`src/rtl/frac_clk_div.sv`:
```
module frac_clk_div #(
  parameter int MW = 5,
  parameter int NW = 13
) (
  input  logic        clk,
  input  logic        rst_n,
  input  logic        cfg_we,
  input  logic [31:0] cfg_wdata,
  input  logic        tick_ext,
  input  logic        tick_pll_a,
  input  logic        tick_pll_b,
  output logic        clk_en_o,
  output logic        cfg_err_o
);
  localparam int AW    = NW + 1;
  localparam int FLDW  = NW + MW;
  localparam int EN_B  = 29;

  logic [31:0]   cfg_q, cfg_nxt;
  logic [AW-1:0] acc_q;
  logic [AW-1:0] sum;
  logic [AW-1:0] m_x, n_x;
  logic          pulse_q;
  logic          par_tick;
  logic          run_q, run_nxt, fld_chg;

  function automatic logic illegal(input logic [31:0] c);
    logic [NW-1:0] n;
    logic [MW-1:0] m;
    n = c[NW-1:0];
    m = c[FLDW-1:NW];
    return (n == '0) || (AW'(m) > AW'(n));
  endfunction

  assign cfg_nxt  = cfg_we ? cfg_wdata : cfg_q;
  assign run_q    = cfg_q[EN_B] & ~illegal(cfg_q);
  assign run_nxt  = cfg_nxt[EN_B] & ~illegal(cfg_nxt);
  assign fld_chg  = cfg_we && (cfg_wdata[FLDW-1:0] != cfg_q[FLDW-1:0]);
  assign m_x      = AW'(cfg_q[FLDW-1:NW]);
  assign n_x      = AW'(cfg_q[NW-1:0]);
  assign sum      = acc_q + m_x;

  always_comb begin
    case (cfg_q[31:30])
      2'b01:   par_tick = tick_pll_a;
      2'b11:   par_tick = tick_pll_b;
      default: par_tick = tick_ext;
    endcase
  end

  always_ff @(posedge clk) begin
    if (!rst_n) begin
      cfg_q   <= '0;
      acc_q   <= '0;
      pulse_q <= 1'b0;
    end else begin
      cfg_q <= cfg_nxt;
      if (!run_nxt || fld_chg) begin
        acc_q   <= '0;
        pulse_q <= 1'b0;
      end else if (par_tick) begin
        if (sum >= n_x) begin
          acc_q   <= sum - n_x;
          pulse_q <= 1'b1;
        end else begin
          acc_q   <= sum;
          pulse_q <= 1'b0;
        end
      end else begin
        pulse_q <= 1'b0;
      end
    end
  end

  assign clk_en_o  = pulse_q;
  assign cfg_err_o = cfg_q[EN_B] & illegal(cfg_q);

  AST_PULSE_NEEDS_RUN: assert property (@(posedge clk) disable iff (!rst_n)
    clk_en_o |-> run_q);
  AST_ERR_SILENT: assert property (@(posedge clk) disable iff (!rst_n)
    cfg_err_o |-> !clk_en_o);
  AST_PULSE_AFTER_TICK: assert property (@(posedge clk) disable iff (!rst_n)
    clk_en_o |-> $past(par_tick));
  AST_ACC_BOUND: assert property (@(posedge clk) disable iff (!rst_n)
    run_q |-> (acc_q < n_x));
  AST_EQUAL_RATIO: assert property (@(posedge clk) disable iff (!rst_n)
    (run_q && !cfg_we && par_tick && (m_x == n_x)) |=> clk_en_o);
endmodule

```
`config.mk`:
```
export PLATFORM = sky130hd
export DESIGN_NAME = frac_clk_div
export DESIGN_NICKNAME = d
export VERILOG_FILES = /design/src/rtl/frac_clk_div.sv
export SDC_FILE = /design/constraint.sdc
export NUM_CORES = 1
export LEC_CHECK = 0
export ABC_AREA = 1
export BUFFER_PORTS_ARGS = -buffer_cell sky130_fd_sc_hd__clkbuf_2
export CAP_MARGIN = 10
export CORE_MARGIN = 8
export CORE_UTILIZATION = 26
export DETAILED_ROUTE_END_ITERATION = 10
export GPL_TIMING_DRIVEN = 0
export SYNTH_ARGS = -nofsm -noshare
export SYNTH_HDL_FRONTEND = slang
export SYNTH_SLANG_ARGS = --single-unit
```
`constraint.sdc`:
```
create_clock -name clk -period 3.9 [get_ports clk]
set_input_delay 0.975 -clock clk [delete_from_list [all_inputs] [get_ports clk]]
set_output_delay 0.975 -clock clk [all_outputs]
set_load 0.1 [all_outputs]
```
==> results by group, run 1 <==
Placement
  • Hpwl dp: 7720 um
  • Placed Area: between 3000 and 4000 um^2
  • Port Buffers: 27
  • RePlAce Congestion: 0.819

Power
  • Lkg Pwr: slightly above 2 nW
  • Int Pwr: 0.825 mW
  • Flop pwr share: 0.322
  • Logic pwr share: 0.293
  • Peak VDD IR: 0.000140 V
  • Switching part of the total: 0.336
  • Psw: 0.418 mW
  • Clock power frac: 0.385
  • PD cells: 312 nW/um^2

Yosys
  • FF+latch count, synth: 36
  • Unique masters post-synth: 41
  • Synthesized Nets: 619
  • Number of synthesized flops with an enable pin: 0
  • Area contributors post-synth: dfxtp_1 21%, nand2_1 18%, ha_1 10%
  • Yosys top cell area share: 0.208
  • Synth Flop Type: dfxtp_1
  • Cells after Synth: 551
  • Ys async rst share: 0
  • Post-synthesis sequential area ratio: 0.208
  • Synth Area per Inst: between 6 and 7 um^2
  • Mapped cell area: 3460 um^2
  • Synth area leader: dfxtp_1
  • Ys Warns: 0

GRT
  • All-Layer GR Usage: 0.109
  • Vias in the first global route: 3330
  • Largest net degree at the start of global routing: 14
  • Global-route wire length before repair: approximately 16000 um
  • Overflow after GRT: 0
  • Initial antenna violation count: 0

Critical path
  • R2R Setup Slk: 490 ps
  • Critical R2R Launch: cfg_q[13]$_SDFF_PN0_
  • Req. time, crit path: 4130 ps
  • Crit path from: cfg_q[13]$_SDFF_PN0_
  • Critical Path Source Type: flop
  • R2R depth: 23
  • Crit Path Max Fanout: 10
  • Arr. time, crit path: between 3000 and 4000 ps
  • Worst setup path endpoint: acc_q[3]$_SDFFE_PP0N_
  • Crit. End Element: flop
  • WS Path Type: flop to flop
  • Worst R2R End: acc_q[3]$_SDFFE_PP0N_

Floorplan
  • Die Y: between 100 and 150 um
  • Chip width: 131 um
  • Initial Util: 0.263
  • Cell row count: 42
  • Die area: 17300 um^2
  • Core ar.: 13100 um^2
  • I/O Pins: 40

Timing
  • Crit path time final: between 3000 and 4000 ps
  • Fin. max-slew vios: 0
  • Layout Skew: 8.19 ps
  • Final hold vios: 0
  • Max frequency: 0.293 GHz
  • Setup TNS: 0 ps
  • Final setup viols: 0
  • Fin crit share: 0.875
  • Worst-Margin Slew: 541 ps
  • Slew headroom: 0.641
  • RSZ-0062 raised after global routing: false

Clock tree
  • CTS tree: built
  • Clock Tree Buf Depth: 2
  • Post-CTS Hold Buffers: 0
  • Clock H-tree levels: 2
  • Clock Sinks: 36
  • Post-CTS Setup Repair Bufs: 0
  • Cts bufs inserted: 5
  • CTS clk-pin slew, worst paths: 70 ps
  • Clock latency on the worst-skew pair: 290 ps
  • Post-cts resize count: 0
  • Clk root buf: clkbuf_16

Final layout
  • Most frequent cells in the layout: 167 x nand2_1, 72 x inv_1, 49 x nor2_1, 41 x nand3_1, 36 x dfxtp_1
  • Fin nets: 653
  • Leading cell type in the layout, fill and taps excluded: nand2_1
  • Design Area, Final: 3990 um^2
  • Share of layout cells above drive strength 1: 0.131
  • Synthesis-to-layout area growth: 15.2%
  • N_diodes: 0
  • Fillcell total: 1475

Routing
  • Total wire length: 9280 um
  • Post-route ant nets: 0
  • Routed vias/inst: 4.39
  • Vias post-DR: around 3300
  • Drt first pass iters: 5
  • Wirelength per Cell: 12.2 um
  • Initial DRC count: 207
  • Drc violations: 0

Run
  • Max-cap viol count: 0

Run status
  • Status: complete, no violations

Min path
  • Hold Crit Class: flop to flop
cells in the mapped netlist, drive strengths merged (3+ instances only):
cell / number
o21ai: 25
nand4: 14
nand3: 45
buf: 9
nand2: 177
inv: 81
dfxtp: 36
a21oi: 32
nor2: 56
ha: 28
nor3: 4
xor2: 15
xnor2: 10
or2: 3
flip-flops by register name, summed over array words and instances, names as in the netlist:
name / count
acc_q: 14
cfg_q: 21
clk_en_o: 1
final cells by class:
class                      count  area, um^2  area share
buffer                        11        96.3      0.0242
clock buffer                   5         125      0.0314
clock inverter                 3        46.3      0.0116
inverter                      82         310      0.0778
multi-input combinational    422        2330       0.585
sequential                    36         721       0.181
tap                          176         220      0.0552
timing repair buffer          27         135      0.0339
how the worst min path moves through the flow:
stage	from	endpoint	slack, ps	depth (start not counted)
after floorplan	acc_q[0]$_SDFFE_PP0N_	acc_q[0]$_SDFFE_PP0N_	450	2
after global placement	acc_q[4]$_SDFFE_PP0N_	acc_q[4]$_SDFFE_PP0N_	460	2
after detailed placement	acc_q[0]$_SDFFE_PP0N_	acc_q[0]$_SDFFE_PP0N_	460	2
after CTS	acc_q[0]$_SDFFE_PP0N_	acc_q[0]$_SDFFE_PP0N_	470	2
after global routing	acc_q[0]$_SDFFE_PP0N_	acc_q[0]$_SDFFE_PP0N_	510	2
final	acc_q[0]$_SDFFE_PP0N_	acc_q[0]$_SDFFE_PP0N_	470	2
routing by layer:
layer / global-route usage / up-vias / routed length [um]
met2: 0.193 / 46 / 4430
met4: 0.0313 / 0 / 141
met3: 0.0168 / 8 / 303
li1: - / 1820 / -
met5: 0 / - / 0
met1: 0.134 / 1469 / 4410
power groups by stage:
stage / logic, mW / clock network [mW] / registers [mW]
after floorplan: 0.275 / 0 / 0.405
after global placement: 0.360 / 0 / 0.409
after detailed placement: 0.361 / 0 / 0.409
after CTS: 0.365 / 0.491 / 0.401
after global routing: 0.417 / 0.503 / 0.403
final: 0.364 / 0.479 / 0.400
through the flow:
stage | hold slack [ps] | util | power [mW] | instances | setup WS, ps
3_3_place_gp | 462 | 0.290 | 0.769 | 754 | 524
4_1_cts | 473 | 0.304 | 1.26 | 762 | 474
3_5_place_dp | 464 | 0.290 | 0.770 | 754 | 498
6_report | 469 | 0.304 | 1.24 | 762 | 488
5_1_grt | 509 | 0.304 | 1.32 | 762 | 130
2_1_floorplan | 447 | - | 0.680 | 551 | 418
worst max-delay path, cell delays in order, from the launching register on:
cell	delay, ps
dfxtp_1	380
ha_1	240
inv_1	70
fa_1	420
inv_1	90
nand2_1	70
nand2_1	70
nand2_1	60
nor2_1	110
xor2_1	220
inv_1	90
ha_1	360
nand2_2	110
nor2_4	130
nand3_1	110
nand3_2	110
nand2_1	70
nand2_2	70
nand2_4	70
nand2_4	130
nand2_4	70
nor2_4	160
nand2_1	80
nand2_1	60
cell families (layout without fill, tap and decap cells):
| logic type | count (synthesis) | count (layout) | synth area share |
|---|---|---|---|
| AO/OA/AOI/OAI | 64 | 64 | 0.103 |
| XOR/XNOR | 25 | 25 | 0.0633 |
| adder cells (fa/ha/maj) | 30 | 30 | 0.113 |
| buffers and inverters | 93 | 128 | 0.117 |
| flip-flops | 36 | 36 | 0.208 |
| AND/OR/NAND/NOR | 303 | 303 | 0.395 |
Note: power is estimated with default switching activity, not from simulation.
==> run 2: changes to the inputs <==
Settings changed: ABC_AREA 1 to default.
Clock period 3.9 ns to 4.24 ns, I/O delays scaled along.
==> run 2 against run 1 <==
Effect of this change: first-iteration DRC count is 18% higher; combinational power is 5% higher; count of clock-buffer cells in the layout stayed put; highest routed layer unchanged.
==> results by group, run 2 <==
Routing
  • Drc violations: 0 (unchanged)
  • Wirelength per Cell: 16.1 um (+32%)
  • Vias post-DR: 2958 (-12%)
  • Total wire length: 9050 um (-2.5%)
  • Initial DRC count: 245 (+18%)
  • Drt first pass iters: 5 (unchanged)
  • Post-route ant nets: 0 (unchanged)
  • Routed vias/inst: 5.25 (+20%)

Timing
  • Max frequency: 0.252 GHz (-14%)
  • Setup TNS: 0 ps (unchanged)
  • Layout Skew: 5.03 ps (-3.17 ps)
  • Final hold vios: 0 (unchanged)
  • Crit path time final: 3970 ps (+556 ps)
  • RSZ-0062 raised after global routing: false
  • Final setup viols: 0 (unchanged)
  • Fin. max-slew vios: 0 (unchanged)
  • Slew headroom: 0.525 (-0.115)
  • Fin crit share: 0.936 (+0.0610)
  • Worst-Margin Slew: 712 ps (+170 ps)

Yosys
  • Unique masters post-synth: 60 (+46%)
  • Count leader, synth: dfxtp_1
  • Synthesized Nets: 449 (-27%)
  • Cells after Synth: 381 (-31%)
  • Ys async rst share: 0 (unchanged)
  • Synth Flop Type: dfxtp_1
  • Synth area leader: dfxtp_1
  • Post-synthesis sequential area ratio: 0.226 (+0.0181)
  • Number of synthesized flops with an enable pin: 0 (unchanged)
  • Mapped cell area: 3180 um^2 (-8.0%)
  • Yosys top cell area share: 0.226 (+0.0181)
  • Synth Area per Inst: 8.36 um^2 (+33%)
  • Area contributors post-synth: dfxtp_1 23%, ha_1 11%, xnor2_1 7.7%
  • Most frequent cells after synthesis: 36 x dfxtp_1, 28 x ha_1, 28 x xnor2_1, 27 x nor2_1, 25 x inv_1
  • FF+latch count, synth: 36 (unchanged)
  • Ys Warns: 0 (unchanged)

Min path
  • Worst Min Path Start: acc_q[3]$_SDFFE_PP0N_
  • Hold Crit Class: flop to flop

Clock tree
  • Post-cts resize count: 0 (unchanged)
  • Cts bufs inserted: 5 (unchanged)
  • CTS clk-pin slew, worst paths: 60 ps (about the same)
  • Clock Tree Buf Depth: 2 (unchanged)
  • Clock latency on the worst-skew pair: 280 ps (about the same)
  • Post-CTS Hold Buffers: 0 (unchanged)
  • Clock H-tree levels: 2 (unchanged)
  • Post-CTS Setup Repair Bufs: 0 (unchanged)
  • CTS tree: built
  • Clock Sinks: 36 (unchanged)
  • Clk root buf: clkbuf_16

Placement
  • Placed Area: 3500 um^2 (-8.2%)
  • Hpwl dp: 7290 um (-5.6%)
  • RePlAce Congestion: 0.893 (+9.1%)
  • Placed insts: 555 (-26%)
  • Port Buffers: 27 (unchanged)

Final layout
  • Share of layout cells above drive strength 1: 0.147 (+0.0152)
  • Final Non-Filler Cells: 563 (-26%)
  • Most frequent cells in the layout: 36 x dfxtp_1, 28 x xnor2_1, 28 x clkbuf_2, 28 x ha_1, 27 x nor2_1
  • Largest register by flop count: cfg_q
  • N_diodes: 0 (unchanged)
  • Synthesis-to-layout area growth: 16.1%
  • Leading cell type in the layout, fill and taps excluded: dfxtp_1
  • Design Area, Final: 3700 um^2 (-7.3%)
  • Fillcell total: 1230 (-17%)
  • Fin nets: 483 (-26%)
  • Max reg flops: 21 (unchanged)

GRT
  • Vias in the first global route: 3004 (-9.8%)
  • Global-route wire length before repair: 15200 um (-4.1%)
  • Largest net degree at the start of global routing: 14 (unchanged)
  • Overflow after GRT: 0 (unchanged)
  • All-Layer GR Usage: 0.115 (+0.00602)
  • Initial antenna violation count: 0 (unchanged)

Floorplan
  • Initial Util: 0.266 (+0.00278)
  • Die Y: 127 um (-3.6%)
  • I/O Pins: 40 (unchanged)
  • Cell row count: 40 (-4.8%)
  • Die area: 16000 um^2 (-7.0%)
  • Chip width: 127 um (-3.6%)
  • Core ar.: 12000 um^2 (-9.0%)

Critical path
  • Crit Path Max Fanout: 5 (-5)
  • Crit path from: cfg_q[13]$_SDFF_PN0_
  • Arr. time, crit path: 4160 ps (+520 ps)
  • Req. time, crit path: 4440 ps (+310 ps)
  • Critical Path Source Type: flop
  • WS Path Type: flop to flop
  • Critical R2R Launch: cfg_q[13]$_SDFF_PN0_
  • Crit. End Element: flop

Power
  • Peak VDD IR: 0.000177 V (+26%)
  • PD cells: 322 nW/um^2 (+3.2%)
  • Lkg Pwr: 1.52 nW (-25%)

Run status
  • Status: complete, no violations

Run
  • Max-cap viol count: 0 (unchanged)
[run 2: per-layer routing]
layer | part of all wire | vias up | track usage
met1 | 0.48 | 1388 | 0.149
li1 | - | 1471 | -
met3 | 0.049 | 13 | 0.0176
met5 | 0 | - | 0
met2 | 0.45 | 86 | 0.191
met4 | 0.020 | 0 | 0.0385
[run 2: path summary, 6_finish.rpt]
kind                                              end  slack [ps]  depth (start not counted)
worst max-delay path            acc_q[0]$_SDFFE_PP0N_         270                         14
worst max register to register  acc_q[0]$_SDFFE_PP0N_         270                         14
worst min-delay path            acc_q[3]$_SDFFE_PP0N_         500                          2
worst min register to register  acc_q[3]$_SDFFE_PP0N_         500                          2
[run 2: where the power goes]
group / internal (mW) / total (mW) / switching, mW / leakage, nW
combinational: 0.159 / 0.383 / 0.224 / 1.15
clock: 0.280 / 0.438 / 0.158 / 0.0804
sequential: 0.353 / 0.369 / 0.0159 / 0.294
total: 0.791 / 1.19 / 0.398 / 1.52
[run 2: cell families (layout without fill, tap and decap cells)]
family	after synthesis	in the layout	share of synthesized area
adders and majority gates	30	30	0.123
xor gates and xnor gates	39	39	0.110
AOI/OAI and AO/OA	82	82	0.183
and+or+nand+nor	134	134	0.235
DFF	36	36	0.226
buffers and inverters	36	71	0.0464
muxes	24	24	0.0770
[run 2: layout make-up]
| class | count | area, um^2 | area share |
|---|---|---|---|
| clock buffers | 5 | 125 | 0.0339 |
| well taps | 147 | 184 | 0.0498 |
| repair buffers | 27 | 135 | 0.0366 |
| plain buffers | 11 | 55.1 | 0.0149 |
| clock inverters | 3 | 46.3 | 0.0125 |
| inverters | 25 | 93.8 | 0.0254 |
| multi-input cells | 309 | 2340 | 0.632 |
| flip-flops and latches | 36 | 721 | 0.195 |
[run 2: critical path, stage by stage, from the launching register on]
cell and delay (ps):
dfxtp_1 410, ha_1 230, inv_1 70, fa_1 400, nor2b_1 160, o31a_1 210
o21ai_1 160, xnor2_1 190, ha_1 390, nand3_1 130, or4_4 590, a21oi_4 270
nor3_4 90, or3_1 350, a311oi_2 230
[run 2: stage by stage]
step / util / worst slack (ps) / power [mW] / hold WS [ps]
2_1_floorplan: - / 575 / 0.652 / 444
3_3_place_gp: 0.293 / -229 / 0.745 / 461
3_5_place_dp: 0.293 / -253 / 0.748 / 475
4_1_cts: 0.307 / 13.3 / 1.19 / 500
5_1_grt: 0.309 / 25.7 / 1.25 / 532
6_report: 0.309 / 272 / 1.19 / 497
==> run 3: changes to the inputs <==
Settings changed: GPL_ROUTABILITY_DRIVEN from default to 0, RECOVER_POWER from default to 100.
==> run 3 against run 2 <==
Effect of this change: routed wire length is 0.40% higher; maximum frequency is 0.89% lower; largest power group unchanged; design area is 0.24% lower; clock skew is 0.69 ps higher; count of clock-buffer cells in the layout stayed put; combinational power hardly changed; sequential share of layout area hardly changed.
==> results by group, run 3 (synthesis results as in run 2) <==
Critical path
  • Critical Path Source Type: primary input
  • Crit. End Element: flop
  • Worst R2R End: acc_q[0]$_SDFFE_PP0N_
  • WS Path Type: primary input to flop
  • Crit path from: cfg_we
  • CP Cell Sequence: clkbuf_1 -> buf_2 -> clkbuf_2 -> nand2_1 -> o21ai_0 -> ha_1 -> nor2b_1 -> o21a_1 -> o21ai_0 -> a21oi_1 -> o211ai_1 -> a32oi_2 -> clkbuf_2 -> nor4_1
  • Worst setup path endpoint: acc_q[11]$_SDFFE_PP0N_
  • R2R Setup Slk: 250 ps (-20 ps)
  • Slowest stage delay, CP: 380 ps (-210 ps)
  • Crit Path Max Fanout: 10 (+5)
  • Slowest CP cell: clkbuf_2
  • R2R depth: 14 (unchanged)
  • Req. time, crit path: 4420 ps (-20 ps)
  • Arr. time, crit path: 4190 ps (+30 ps)
  • Critical R2R Launch: cfg_q[13]$_SDFF_PN0_

Placement
  • Placed Area: 3500 um^2 (unchanged)
  • Hpwl dp: 7290 um (unchanged)
  • Port Buffers: 27 (unchanged)
  • DP Worst Slack: -253 ps (unchanged)

Timing
  • Final setup viols: 0 (unchanged)
  • Final hold vios: 0 (unchanged)
  • Layout Skew: 5.71 ps (+0.688 ps)
  • Fin. max-slew vios: 0 (unchanged)
  • Slew headroom: 0.218 (-0.307)
  • Final WS setup: 236 ps (-35.7 ps)
  • Max frequency: 0.250 GHz (-0.89%)
  • RSZ-0062 raised after global routing: false
  • Final hold slack: 496 ps (-0.239 ps)
  • Fin crit share: 0.944 (+0.00842)
  • Crit path time final: 4000 ps (+35.7 ps)
  • Worst-Margin Slew: 1180 ps (+466 ps)

Final layout
  • Synthesis-to-layout area growth: 15.8%
  • Max reg flops: 21 (unchanged)
  • Reg area: 721 um^2 (unchanged)
  • Largest register by flop count: cfg_q
  • Design Area, Final: 3690 um^2 (-0.24%)
  • Most frequent cells in the layout: 36 x dfxtp_1, 28 x xnor2_1, 28 x clkbuf_2, 28 x ha_1, 27 x nor2_1
  • N_diodes: 0 (unchanged)
  • Area occupied by multi-input gates: 2330 um^2 (-0.27%)
  • Fin nets: 483 (unchanged)
  • Fillcell total: 1233 (+0.24%)
  • Share of layout cells above drive strength 1: 0.137 (-0.00962)
  • Leading cell type in the layout, fill and taps excluded: dfxtp_1

Routing
  • Total wire length: 9080 um (+0.40%)
  • Drc violations: 0 (unchanged)
  • Post-route ant nets: 0 (unchanged)
  • Vias post-DR: 2952 (-0.20%)
  • Drt first pass iters: 5 (unchanged)
  • Initial DRC count: 273 (+11%)
  • Wirelength per Cell: 16.1 um (+0.40%)
  • Routed vias/inst: 5.24 (-0.20%)

Power
  • Lkg Pwr: 1.51 nW (-0.43%)
  • Flop pwr share: 0.310 (about the same)
  • Peak VDD IR: 0.000177 V (about the same)
  • Psw: 0.400 mW (+0.68%)
  • Logic pwr share: 0.321 (about the same)
  • Int Pwr: 0.791 mW (about the same)
  • Switching part of the total: 0.336 (+0.00167)
  • PD cells: 323 nW/um^2 (+0.42%)
  • Clock power frac: 0.370 (+0.002)

Min path
  • Hold Crit Class: flop to flop

Clock tree
  • CTS tree: built
  • Clock Sinks: 36 (unchanged)
  • Cts bufs inserted: 5 (unchanged)
  • Clock latency on the worst-skew pair: 280 ps (about the same)
  • CTS clk-pin slew, worst paths: 60 ps (about the same)
  • Clock Tree Buf Depth: 2 (unchanged)
  • Clock H-tree levels: 2 (unchanged)
  • Clk root buf: clkbuf_16
  • Post-CTS Hold Buffers: 0 (unchanged)

GRT
  • Overflow after GRT: 0 (unchanged)
  • Largest net degree at the start of global routing: 14 (unchanged)
  • Vias in the first global route: 3004 (unchanged)
  • All-Layer GR Usage: 0.115 (unchanged)
  • Initial antenna violation count: 0 (unchanged)
  • Global-route wire length before repair: 15200 um (unchanged)

Floorplan
  • Cell row count: 40 (unchanged)
  • I/O Pins: 40 (unchanged)
  • Initial Util: 0.266 (unchanged)
  • Die area: 16000 um^2 (unchanged)
  • Chip width: 127 um (unchanged)
  • Die Y: 127 um (unchanged)
  • Core ar.: 12000 um^2 (unchanged)

Run
  • Max-cap viol count: 0 (unchanged)

Run status
  • Status: complete, no violations
==> run 3: what timing repair did <==
item,4_1_cts,5_1_grt
buffers inserted,0,0
setup endpoints to repair,0,14
resized for setup,0,5
==> run 3: critical path, delay by kind of cell <==
kind	cells	cell delay [ps]
buf+inv	4	1240
compound gates	6	1040
fa+ha+maj	1	290
simple gates	3	530
==> run 3: final cells by class <==
type / count / share of cell area
multi-input cells: 309 / 0.632
flip-flops and latches: 36 / 0.195
well taps: 147 / 0.0499
repair buffers: 27 / 0.0363
clock buffers: 5 / 0.0339
inverters: 25 / 0.0254
plain buffers: 11 / 0.0146
clock inverters: 3 / 0.0126
==> run 3: per-stage QoR <==
step                      total power, mW  std cells   util  setup TNS [ps]
after floorplan                     0.652        381      -               0
after global placement              0.745        555  0.293           -2200
after detailed placement            0.748        555  0.293           -2390
after CTS                            1.19        563  0.307               0
after global routing                 1.25        563  0.308               0
final                                1.19        563  0.308               0
==> run 3: how the worst min path moves through the flow <==
stage,from,end,slack (ps),depth (start not counted)
floorplan,acc_q[2]$_SDFFE_PP0N_,acc_q[2]$_SDFFE_PP0N_,440,2
global placement,acc_q[2]$_SDFFE_PP0N_,acc_q[2]$_SDFFE_PP0N_,460,2
detailed placement,acc_q[2]$_SDFFE_PP0N_,acc_q[2]$_SDFFE_PP0N_,470,2
CTS,acc_q[3]$_SDFFE_PP0N_,acc_q[3]$_SDFFE_PP0N_,500,2
global route,acc_q[1]$_SDFFE_PP0N_,acc_q[1]$_SDFFE_PP0N_,530,2
finish,acc_q[3]$_SDFFE_PP0N_,acc_q[3]$_SDFFE_PP0N_,500,2
==> run 3: per-layer routing <==
metal	up-vias	global-route usage	part of all wire	routed length, um
li1	1469	-	-	-
met1	1400	0.149	0.49	4480
met2	70	0.191	0.46	4170
met3	13	0.0176	0.031	285
met4	0	0.0385	0.017	152
met5	-	0	0	0
==> run 3: power by group through the flow <==
stage	clock (mW)	sequential (mW)	combinational (mW)
floorplan	0	0.373	0.280
global placement	0	0.376	0.369
detailed placement	0	0.376	0.372
CTS	0.444	0.369	0.375
global route	0.456	0.371	0.418
finish	0.441	0.369	0.382
